File: config.mk
export PLATFORM = sky130hd
export DESIGN_NAME = sgx_engine
export DESIGN_NICKNAME = d
export VERILOG_FILES = /design/src/rtl/sgx_pkg.sv /design/src/rtl/sgx_desc_fields.sv /design/src/rtl/sgx_loop_count.sv /design/src/rtl/sgx_engine.sv
export SDC_FILE = /design/constraint.sdc
export NUM_CORES = 1
export LEC_CHECK = 0
export CORE_UTILIZATION = 60
export CTS_CLUSTER_DIAMETER = 40
export CTS_CLUSTER_SIZE = 14
export DETAILED_ROUTE_END_ITERATION = 10
export GPL_TIMING_DRIVEN = 0
export PLACE_DENSITY = 0.92
export SLEW_MARGIN = 20
export SYNTH_ARGS = -nofsm -noshare
export SYNTH_HDL_FRONTEND = slang
export SYNTH_HIERARCHICAL = 1
export SYNTH_SLANG_ARGS = --single-unit
File: constraint.sdc
create_clock -name clk -period 16.58 [get_ports clk]
set_input_delay 3.316 -clock clk [delete_from_list [all_inputs] [get_ports clk]]
set_output_delay 3.316 -clock clk [all_outputs]
set_load 0.05 [all_outputs]
File: src/rtl/sgx_pkg.sv
package sgx_pkg;
  localparam int WORD_W     = 32;
  localparam int DESC_WORDS = 8;
  localparam int MAJ_W      = 9;
  localparam int OFF_W      = 16;
  localparam int EB_W       = 6;

  typedef enum logic [2:0] {
    ERR_NONE      = 3'd0,
    ERR_CFG       = 3'd1,
    ERR_SRC_BUS   = 3'd2,
    ERR_DST_BUS   = 3'd3,
    ERR_FETCH_BUS = 3'd4
  } sgx_err_e;

  typedef enum logic [2:0] {
    ST_IDLE, ST_FETCH, ST_CHECK, ST_READ, ST_WRITE, ST_LOOP
  } sgx_state_e;

  typedef struct packed {
    logic [WORD_W-1:0] saddr;
    logic [2:0]        ssize;
    logic [2:0]        dsize;
    logic [OFF_W-1:0]  soff;
    logic [WORD_W-1:0] nbytes;
    logic [WORD_W-1:0] slast;
    logic [WORD_W-1:0] daddr;
    logic [MAJ_W-1:0]  citer;
    logic [OFF_W-1:0]  doff;
    logic [WORD_W-1:0] dlast_link;
    logic [MAJ_W-1:0]  biter;
    logic              link_en;
    logic              half_irq_en;
    logic              end_irq_en;
  } sgx_desc_t;

  function automatic logic size_code_ok(input logic [2:0] c);
    return (c == 3'd0) || (c == 3'd1) || (c == 3'd2) || (c == 3'd4) || (c == 3'd5);
  endfunction

  function automatic logic [EB_W-1:0] elem_bytes(input logic [2:0] c);
    case (c)
      3'd0:    return EB_W'(1);
      3'd1:    return EB_W'(2);
      3'd2:    return EB_W'(4);
      3'd4:    return EB_W'(16);
      3'd5:    return EB_W'(32);
      default: return '0;
    endcase
  endfunction

  function automatic logic [2:0] beat_bytes(input logic [EB_W-1:0] eb);
    return (eb >= EB_W'(4)) ? 3'd4 : eb[2:0];
  endfunction

  function automatic logic [WORD_W-1:0] step_addr(input logic [WORD_W-1:0] a,
                                                  input logic [OFF_W-1:0] off);
    return a + {{(WORD_W-OFF_W){off[OFF_W-1]}}, off};
  endfunction
endpackage

File: src/rtl/sgx_desc_fields.sv
module sgx_desc_fields
  import sgx_pkg::*;
(
  input  logic [DESC_WORDS*WORD_W-1:0] words_i,
  output sgx_desc_t                    desc_o,
  output logic                         cfg_bad_o
);
  logic [WORD_W-1:0] w [DESC_WORDS];
  logic [EB_W-1:0]   eb;
  logic              unused_bits;

  for (genvar k = 0; k < DESC_WORDS; k++) begin : g_unpack
    assign w[k] = words_i[k*WORD_W +: WORD_W];
  end

  always_comb begin
    desc_o.saddr       = w[0];
    desc_o.ssize       = w[1][26:24];
    desc_o.dsize       = w[1][18:16];
    desc_o.soff        = w[1][15:0];
    desc_o.nbytes      = w[2];
    desc_o.slast       = w[3];
    desc_o.daddr       = w[4];
    desc_o.citer       = w[5][24:16];
    desc_o.doff        = w[5][15:0];
    desc_o.dlast_link  = w[6];
    desc_o.biter       = w[7][31:23];
    desc_o.link_en     = w[7][11];
    desc_o.half_irq_en = w[7][9];
    desc_o.end_irq_en  = w[7][8];
  end

  assign eb = elem_bytes(desc_o.ssize);

  assign cfg_bad_o = !size_code_ok(desc_o.ssize)
                  || (desc_o.ssize != desc_o.dsize)
                  || (desc_o.nbytes == '0)
                  || (desc_o.citer == '0)
                  || ((desc_o.nbytes & (WORD_W'(eb) - WORD_W'(1))) != '0);

  assign unused_bits = ^{w[1][31:27], w[1][23:19], w[5][31:25], w[7][22:12], w[7][10], w[7][7:0]};
endmodule

File: src/rtl/sgx_loop_count.sv
module sgx_loop_count
  import sgx_pkg::*;
(
  input  logic              clk,
  input  logic              rst_n,
  input  logic              load_i,
  input  logic [WORD_W-1:0] nbytes_i,
  input  logic [MAJ_W-1:0]  citer_i,
  input  logic [MAJ_W-1:0]  biter_i,
  input  logic              elem_done_i,
  input  logic [EB_W-1:0]   elem_bytes_i,
  input  logic              loop_step_i,
  output logic              minor_last_o,
  output logic              major_last_o,
  output logic              half_hit_o
);
  logic [WORD_W-1:0] rem_q;
  logic [MAJ_W-1:0]  cnt_q;
  logic [MAJ_W-1:0]  cnt_nxt;

  assign cnt_nxt      = cnt_q - MAJ_W'(1);
  assign minor_last_o = (rem_q == WORD_W'(elem_bytes_i));
  assign major_last_o = (cnt_q == MAJ_W'(1));
  assign half_hit_o   = !major_last_o && (cnt_nxt == (biter_i >> 1));

  always_ff @(posedge clk or negedge rst_n) begin
    if (!rst_n) begin
      rem_q <= '0;
      cnt_q <= '0;
    end else if (load_i) begin
      rem_q <= nbytes_i;
      cnt_q <= citer_i;
    end else if (loop_step_i) begin
      rem_q <= nbytes_i;
      cnt_q <= major_last_o ? biter_i : cnt_nxt;
    end else if (elem_done_i) begin
      rem_q <= rem_q - WORD_W'(elem_bytes_i);
    end
  end
endmodule

File: src/rtl/sgx_engine.sv
module sgx_engine
  import sgx_pkg::*;
(
  input  logic              clk,
  input  logic              rst_n,
  input  logic              start,
  input  logic [WORD_W-1:0] desc_addr,
  output logic              mem_req,
  output logic              mem_we,
  output logic [WORD_W-1:0] mem_addr,
  output logic [2:0]        mem_bytes,
  output logic [WORD_W-1:0] mem_wdata,
  input  logic [WORD_W-1:0] mem_rdata,
  input  logic              mem_ack,
  input  logic              mem_err,
  output logic              busy,
  output logic              done,
  output logic              irq,
  output logic [2:0]        err_code,
  output logic [WORD_W-1:0] src_addr,
  output logic [WORD_W-1:0] dst_addr
);
  localparam int FIDX_W = $clog2(DESC_WORDS);

  sgx_state_e                   state_q;
  logic [WORD_W-1:0]            dw_q [DESC_WORDS];
  logic [DESC_WORDS*WORD_W-1:0] dw_flat;
  logic [FIDX_W-1:0]            fidx_q;
  logic [WORD_W-1:0]            fetch_base_q, src_q, dst_q, data_q;
  logic [EB_W-1:0]              boff_q;
  sgx_err_e                     err_q;
  logic                         done_q, irq_q;

  sgx_desc_t       d;
  logic            cfg_bad;
  logic [EB_W-1:0] eb;
  logic [2:0]      bw;
  logic            minor_last, major_last, half_hit;

  // named internal events
  logic ev_load, ev_elem_done, ev_loop_step, ev_major_end;

  for (genvar k = 0; k < DESC_WORDS; k++) begin : g_flat
    assign dw_flat[k*WORD_W +: WORD_W] = dw_q[k];
  end

  sgx_desc_fields u_fields (
    .words_i   (dw_flat),
    .desc_o    (d),
    .cfg_bad_o (cfg_bad)
  );

  assign eb = elem_bytes(d.ssize);
  assign bw = beat_bytes(eb);

  assign ev_load      = (state_q == ST_CHECK) && !cfg_bad;
  assign ev_elem_done = (state_q == ST_WRITE) && mem_ack && !mem_err
                        && ((boff_q + EB_W'(bw)) == eb);
  assign ev_loop_step = (state_q == ST_LOOP);
  assign ev_major_end = ev_loop_step && major_last;

  sgx_loop_count u_count (
    .clk          (clk),
    .rst_n        (rst_n),
    .load_i       (ev_load),
    .nbytes_i     (d.nbytes),
    .citer_i      (d.citer),
    .biter_i      (d.biter),
    .elem_done_i  (ev_elem_done),
    .elem_bytes_i (eb),
    .loop_step_i  (ev_loop_step),
    .minor_last_o (minor_last),
    .major_last_o (major_last),
    .half_hit_o   (half_hit)
  );

  always_comb begin
    mem_req   = 1'b0;
    mem_we    = 1'b0;
    mem_addr  = '0;
    mem_bytes = 3'd4;
    mem_wdata = '0;
    case (state_q)
      ST_FETCH: begin
        mem_req  = 1'b1;
        mem_addr = fetch_base_q + WORD_W'({fidx_q, 2'b00});
      end
      ST_READ: begin
        mem_req   = 1'b1;
        mem_addr  = src_q + WORD_W'(boff_q);
        mem_bytes = bw;
      end
      ST_WRITE: begin
        mem_req   = 1'b1;
        mem_we    = 1'b1;
        mem_addr  = dst_q + WORD_W'(boff_q);
        mem_bytes = bw;
        mem_wdata = data_q;
      end
      default: ;
    endcase
  end

  always_ff @(posedge clk or negedge rst_n) begin
    if (!rst_n) begin
      state_q      <= ST_IDLE;
      fidx_q       <= '0;
      fetch_base_q <= '0;
      src_q        <= '0;
      dst_q        <= '0;
      data_q       <= '0;
      boff_q       <= '0;
      err_q        <= ERR_NONE;
      done_q       <= 1'b0;
      irq_q        <= 1'b0;
      for (int k = 0; k < DESC_WORDS; k++) dw_q[k] <= '0;
    end else begin
      irq_q <= 1'b0;
      case (state_q)
        ST_IDLE: if (start) begin
          fetch_base_q <= desc_addr;
          fidx_q       <= '0;
          done_q       <= 1'b0;
          err_q        <= ERR_NONE;
          state_q      <= ST_FETCH;
        end
        ST_FETCH: if (mem_err) begin
          err_q   <= ERR_FETCH_BUS;
          state_q <= ST_IDLE;
        end else if (mem_ack) begin
          dw_q[fidx_q] <= mem_rdata;
          if (fidx_q == FIDX_W'(DESC_WORDS - 1)) state_q <= ST_CHECK;
          else fidx_q <= fidx_q + FIDX_W'(1);
        end
        ST_CHECK: if (cfg_bad) begin
          err_q   <= ERR_CFG;
          state_q <= ST_IDLE;
        end else begin
          src_q   <= d.saddr;
          dst_q   <= d.daddr;
          boff_q  <= '0;
          state_q <= ST_READ;
        end
        ST_READ: if (mem_err) begin
          err_q   <= ERR_SRC_BUS;
          state_q <= ST_IDLE;
        end else if (mem_ack) begin
          data_q  <= mem_rdata;
          state_q <= ST_WRITE;
        end
        ST_WRITE: if (mem_err) begin
          err_q   <= ERR_DST_BUS;
          state_q <= ST_IDLE;
        end else if (mem_ack) begin
          if (ev_elem_done) begin
            boff_q  <= '0;
            src_q   <= step_addr(src_q, d.soff);
            dst_q   <= step_addr(dst_q, d.doff);
            state_q <= minor_last ? ST_LOOP : ST_READ;
          end else begin
            boff_q  <= boff_q + EB_W'(bw);
            state_q <= ST_READ;
          end
        end
        ST_LOOP: if (major_last) begin
          irq_q <= d.end_irq_en;
          if (d.link_en) begin
            fetch_base_q <= d.dlast_link;
            fidx_q       <= '0;
            state_q      <= ST_FETCH;
          end else begin
            src_q   <= src_q + d.slast;
            dst_q   <= dst_q + d.dlast_link;
            done_q  <= 1'b1;
            state_q <= ST_IDLE;
          end
        end else begin
          irq_q   <= d.half_irq_en && half_hit;
          state_q <= ST_READ;
        end
        default: state_q <= ST_IDLE;
      endcase
    end
  end

  assign busy     = (state_q != ST_IDLE);
  assign done     = done_q;
  assign irq      = irq_q;
  assign err_code = err_q;
  assign src_addr = src_q;
  assign dst_addr = dst_q;
endmodule

# Word level (Yosys, flattened, before mapping)
# Cells that the tools add are included.
# classes
eq_ne	34
bitwise_logic	3
n_mux	71
addsub	12
reduce_logical	43
n_lt_le_gt_ge	3
# ops
cell	n
two-way mux 32 bit	20
case mux 32 bit (3 select lines)	3
bitwise mux 256 bit	1
adder 32 bit	4
demux 32 bit (select 3 bit)	1
two-way mux 3 bit	23
adder 32 x 6 -> 32 bit	2
case mux 32 bit (2 select lines)	1
adder 32 x 5 -> 32 bit	1
AND 32 bit	1
== test 32 x 6 -> 1 bit	1
logical NOT 32 bit	1
nonzero test 32 bit	1
subtractor 32 x 6 -> 32 bit	1
case mux 6 bit (5 select lines)	1
inequality test 2 bit, second input constant	14
two-way mux 9 bit	3
two-way mux 6 bit	4
case mux 3 bit (6 select lines)	1
== test 3 bit, second input constant	5
case mux 3 bit (5 select lines)	1
AND reduction 7 bit	2
inequality test 3 bit, second input constant	4
case mux 6 bit (2 select lines)	1
other kinds (34)	69
# totals
inputBits	69
out_inout_bits	139
word_cells	186
regBits	442

# Logic depth before layout (Yosys ltp)
# depth
ltp_word	13
depth_mapped	22
mapped_depth_nobuf	18

# Modules after synthesis
# The synthesis kept the hierarchy.
# by_module_without_submodules
module	area_each_um2	seq_area_each_um2	cells_each	n_inst
sgx_engine	22088.7	10034.6	2199	1
sgx_loop_count	2925.3	1026.0	343	1
sgx_desc_fields	1833.0	0.0	247	1

# Worst setup path before layout
# OpenSTA, ideal clock, no wires.
# synth_path
path_kind	reg2out
start	reg state_q[0]
end	out mem_addr[21]
n_path_buf	5
stages_incl_launch_ff	20
setup_slack_ns	7.862
arrival_time_ns	5.402
required_ns	13.264
cell_sequence	dfrtp_1 -> buf_6 -> or3b_4 -> clkinv_4 -> buf_4 -> clkbuf_1 -> clkbuf_1 -> buf_1 -> nand2_1 -> nand2_1 -> ha_1 -> a21o_1 -> a21o_1 -> a2111oi_0 -> nor4_2 -> nor2b_4 -> nand2_4 -> or2_4 -> xor2_1 -> o21ai_0
# synth_between
elab_chain_len	2
elab_cells_between_ends	4
classes_between	3 x eq/ne; 1 x mux
# synth_lines
item	line	rtl
start, declared	sgx_engine.sv:25	sgx_state_e state_q;
start signal, assigned	sgx_engine.sv:159	state_q <= minor_last ? ST_LOOP : ST_READ;
== test 3 bit, or another cell as far along	sgx_engine.sv:83	case (state_q)
case mux 32 bit (3 select lines) (*)	sgx_engine.sv:83	
end, declared	sgx_engine.sv:10	output logic [WORD_W-1:0] mem_addr,
# Every way passes the cells marked *; elsewhere a longest branch is shown, timed or not.

# Final worst setup path
# layout_path
start	reg state_q[2]
end	out mem_addr[24]
# The elaborated chain is that of the path after synthesis.

==> impl_results.md <==
- # rows: 75
- Final period util: 69.0%
- Pre-CTS WS: 6.16 ns
- Area grow syn2layout: 20.7%
- Crit path top cell by count: nand2_1
- Worst path required time: 13.26 ns
- Worst hold-check path type: flop to flop
- Critical Path Source Type: flop
- Leak: 14.2 nW
- Clk slew on worst S/H paths: 0.06 ns
- Flop pwr share: 28.5%
- Total power: 6.07 mW
- Worst setup path class: flop to output pin
- Congestion Overflow GR: 0
- Die Y: 208 um
- Cts hold-fix bufs: 0
- Mapped Area: 25500 um^2
- Synth Warn #: 6
- Final antenna-violating net count: 0
- Clock sink count: 405
- CP arrival: 8.13 ns
- Worst IR Drop VDD: 0.113 mV
- DR DRC count: 0
- Mean Syn Cell Area: 9.40 um^2
- Die area: 43300 um^2
- Minimum clock period: 11.45 ns
- Vias in the first global route: 23100
- Clk_lat worst skew: 0.61 ns
- Iter 0 DRT Violations: 3012
- Clock power frac: 24.6%
- Layout cells sized above 1: 20.9%
- Syn Nets: 2871
- CTS Buf Count: 66
- Placed inst area: 28300 um^2
- H-tree depth: 3
- Crit path largest cell delay: 0.94 ns
- Fin cells: 3582
- Final setup viols: 0
- TritonRoute pass-1 iters: 8
- Combinational power share: 46.9%
- Fin area: 30700 um^2
- DRT Wirelength: 84100 um
- Cell Int Power: 3.48 mW
- Critical-path top delay cell: clkbuf_1
- Pwr Density: 197 nW/um^2
- Layout Skew: 0.0338 ns
- Syn Inst Count: 2712
- Pin count of the biggest net entering global routing: 104
- Die width: 208 um
- Slew @ Worst Pin: 1.19 ns
- Peak fanout along the critical path: 10
- CTS tree: done
- Final WS setup: 5.13 ns
- Fin. Hold Viols: 0
- Initial antenna violation count: 1
- Outcome: completed
- RSZ-0062 raised after global routing: false
- Switching part of the total: 42.7%
- Final layout net count: 3150
- Routed WL per cell: 23.5 um
- CP cell instances: buf_4 -> or3b_4 -> clkinv_4 -> buf_4 -> clkbuf_1 -> clkbuf_1 -> buf_1 -> nand2_1 -> nand2_1 -> ha_1 -> inv_1 -> fa_1 -> nor2b_1 -> o21ai_0 -> a21oi_1 -> o21ai_0 -> a21o_1 -> nor2_1 -> nand2_1 -> or2_1 -> xor2_1 -> o221ai_1 -> clkdlybuf4s50_1
- Post-DP HPWL: 59400 um
- Worst setup EP type: output pin
- Clock Tree Buf Depth: 3
- First-pass GRT wire length: 128000 um
- Max-cap viol count: 0
- Initial Util: 60.7%
- Slew margin rel.: 21.0%
- I/O Buffers: 206
- Setup bufs post-CTS: 0
- Max Slew Vio Count: 0
- GPL Wtd Cong: 1.06
- Fin util: 73.3%
- Most frequent cells in the layout: dfrtp_1 (405), nand2_1 (387), mux2_2 (253)
- P_sw: 2.60 mW
- Gr usage total: 38.3%
- FMAX: 87.4 MHz
- Via count: 23100
- Core area: 41900 um^2
- Clock Root Buffer: clkbuf_16
- PostCTS Resize Cnt: 0
- Commonest non-fill, non-tap cell in the layout: dfrtp_1
- Placed Cells: 3461
- IO Count: 208
- Vias/cell: 6.44
- Fill count: 2679
==> worst max-delay path, delay by kind of cell (launching register included) <==
kind	cells	cell delay (ns)
buf+inv	8	3.82
simple gates	7	1.48
compound gates	5	1.15
fa+ha+maj	2	0.58
flops	1	0.33
xor+xnor	1	0.15
==> metrics by stage <==
stage                     setup TNS [ns]  hold WS, ns
after floorplan                        0        0.472
after global placement          -1981.31        0.465
after detailed placement               0        0.481
after CTS                              0        0.493
after global routing                   0        0.511
final                                  0        0.493
==> power by group through the flow <==
stage	Sequential, mW	Clock (mW)	Combinational (mW)
after CTS	1.70	1.50	2.78
after floorplan	1.80	0	1.81
after global routing	1.76	1.54	3.01
final	1.73	1.50	2.85
after detailed placement	1.71	0	2.74
after global placement	1.69	0	2.64
==> layout make-up <==
cell class	instances	area [um^2]	share of cell area, %
clock buffer	81	1810	5.89
tap	539	674	2.19
antenna	1	2.50	0.00814
buffer	348	2140	6.98
timing repair buffer	211	2180	7.11
multi-input combinational	1917	13100	42.5
inverter	42	163	0.529
clock inverter	38	576	1.87
sequential	405	10100	33.0
==> metal layers <==
layer,wire [um],vias up,part of all wire [%],global-route usage (%)
li1,-,9897,-,-
met4,5990,2,7.1,25.5
met1,29800,11100,35,45.5
met2,38100,1661,45,60.5
met5,13,-,0.015,0
met3,10200,447,12,11.3
==> flip-flops by register name, indices dropped and copies added, names as in the netlist <==
register	cells
boff_q	6
data_q	32
done	1
dst_addr	32
dw_flat	219
err_code	3
fetch_base_q	32
fidx_q	3
irq	1
src_addr	32
state_q	3
u_count/cnt_q	9
u_count/rem_q	32
==> final timing paths <==
path | slack [ns] | depth (start not counted) | endpoint | from
min in group asynchronous | 2.61 | 1 | dst_addr[25] | rst_n
setup / recovery | 5.13 | 23 | mem_addr[24] | state_q[2]
setup reg to reg | 10.36 | 21 | src_addr[30] | state_q[2]
hold / removal | 0.49 | 2 | err_code[2] | err_code[2]
hold reg to reg | 0.49 | 2 | err_code[2] | err_code[2]
max in group asynchronous | 12.66 | 3 | dw_flat[4] | rst_n
Power figures use the tool's default switching activity.
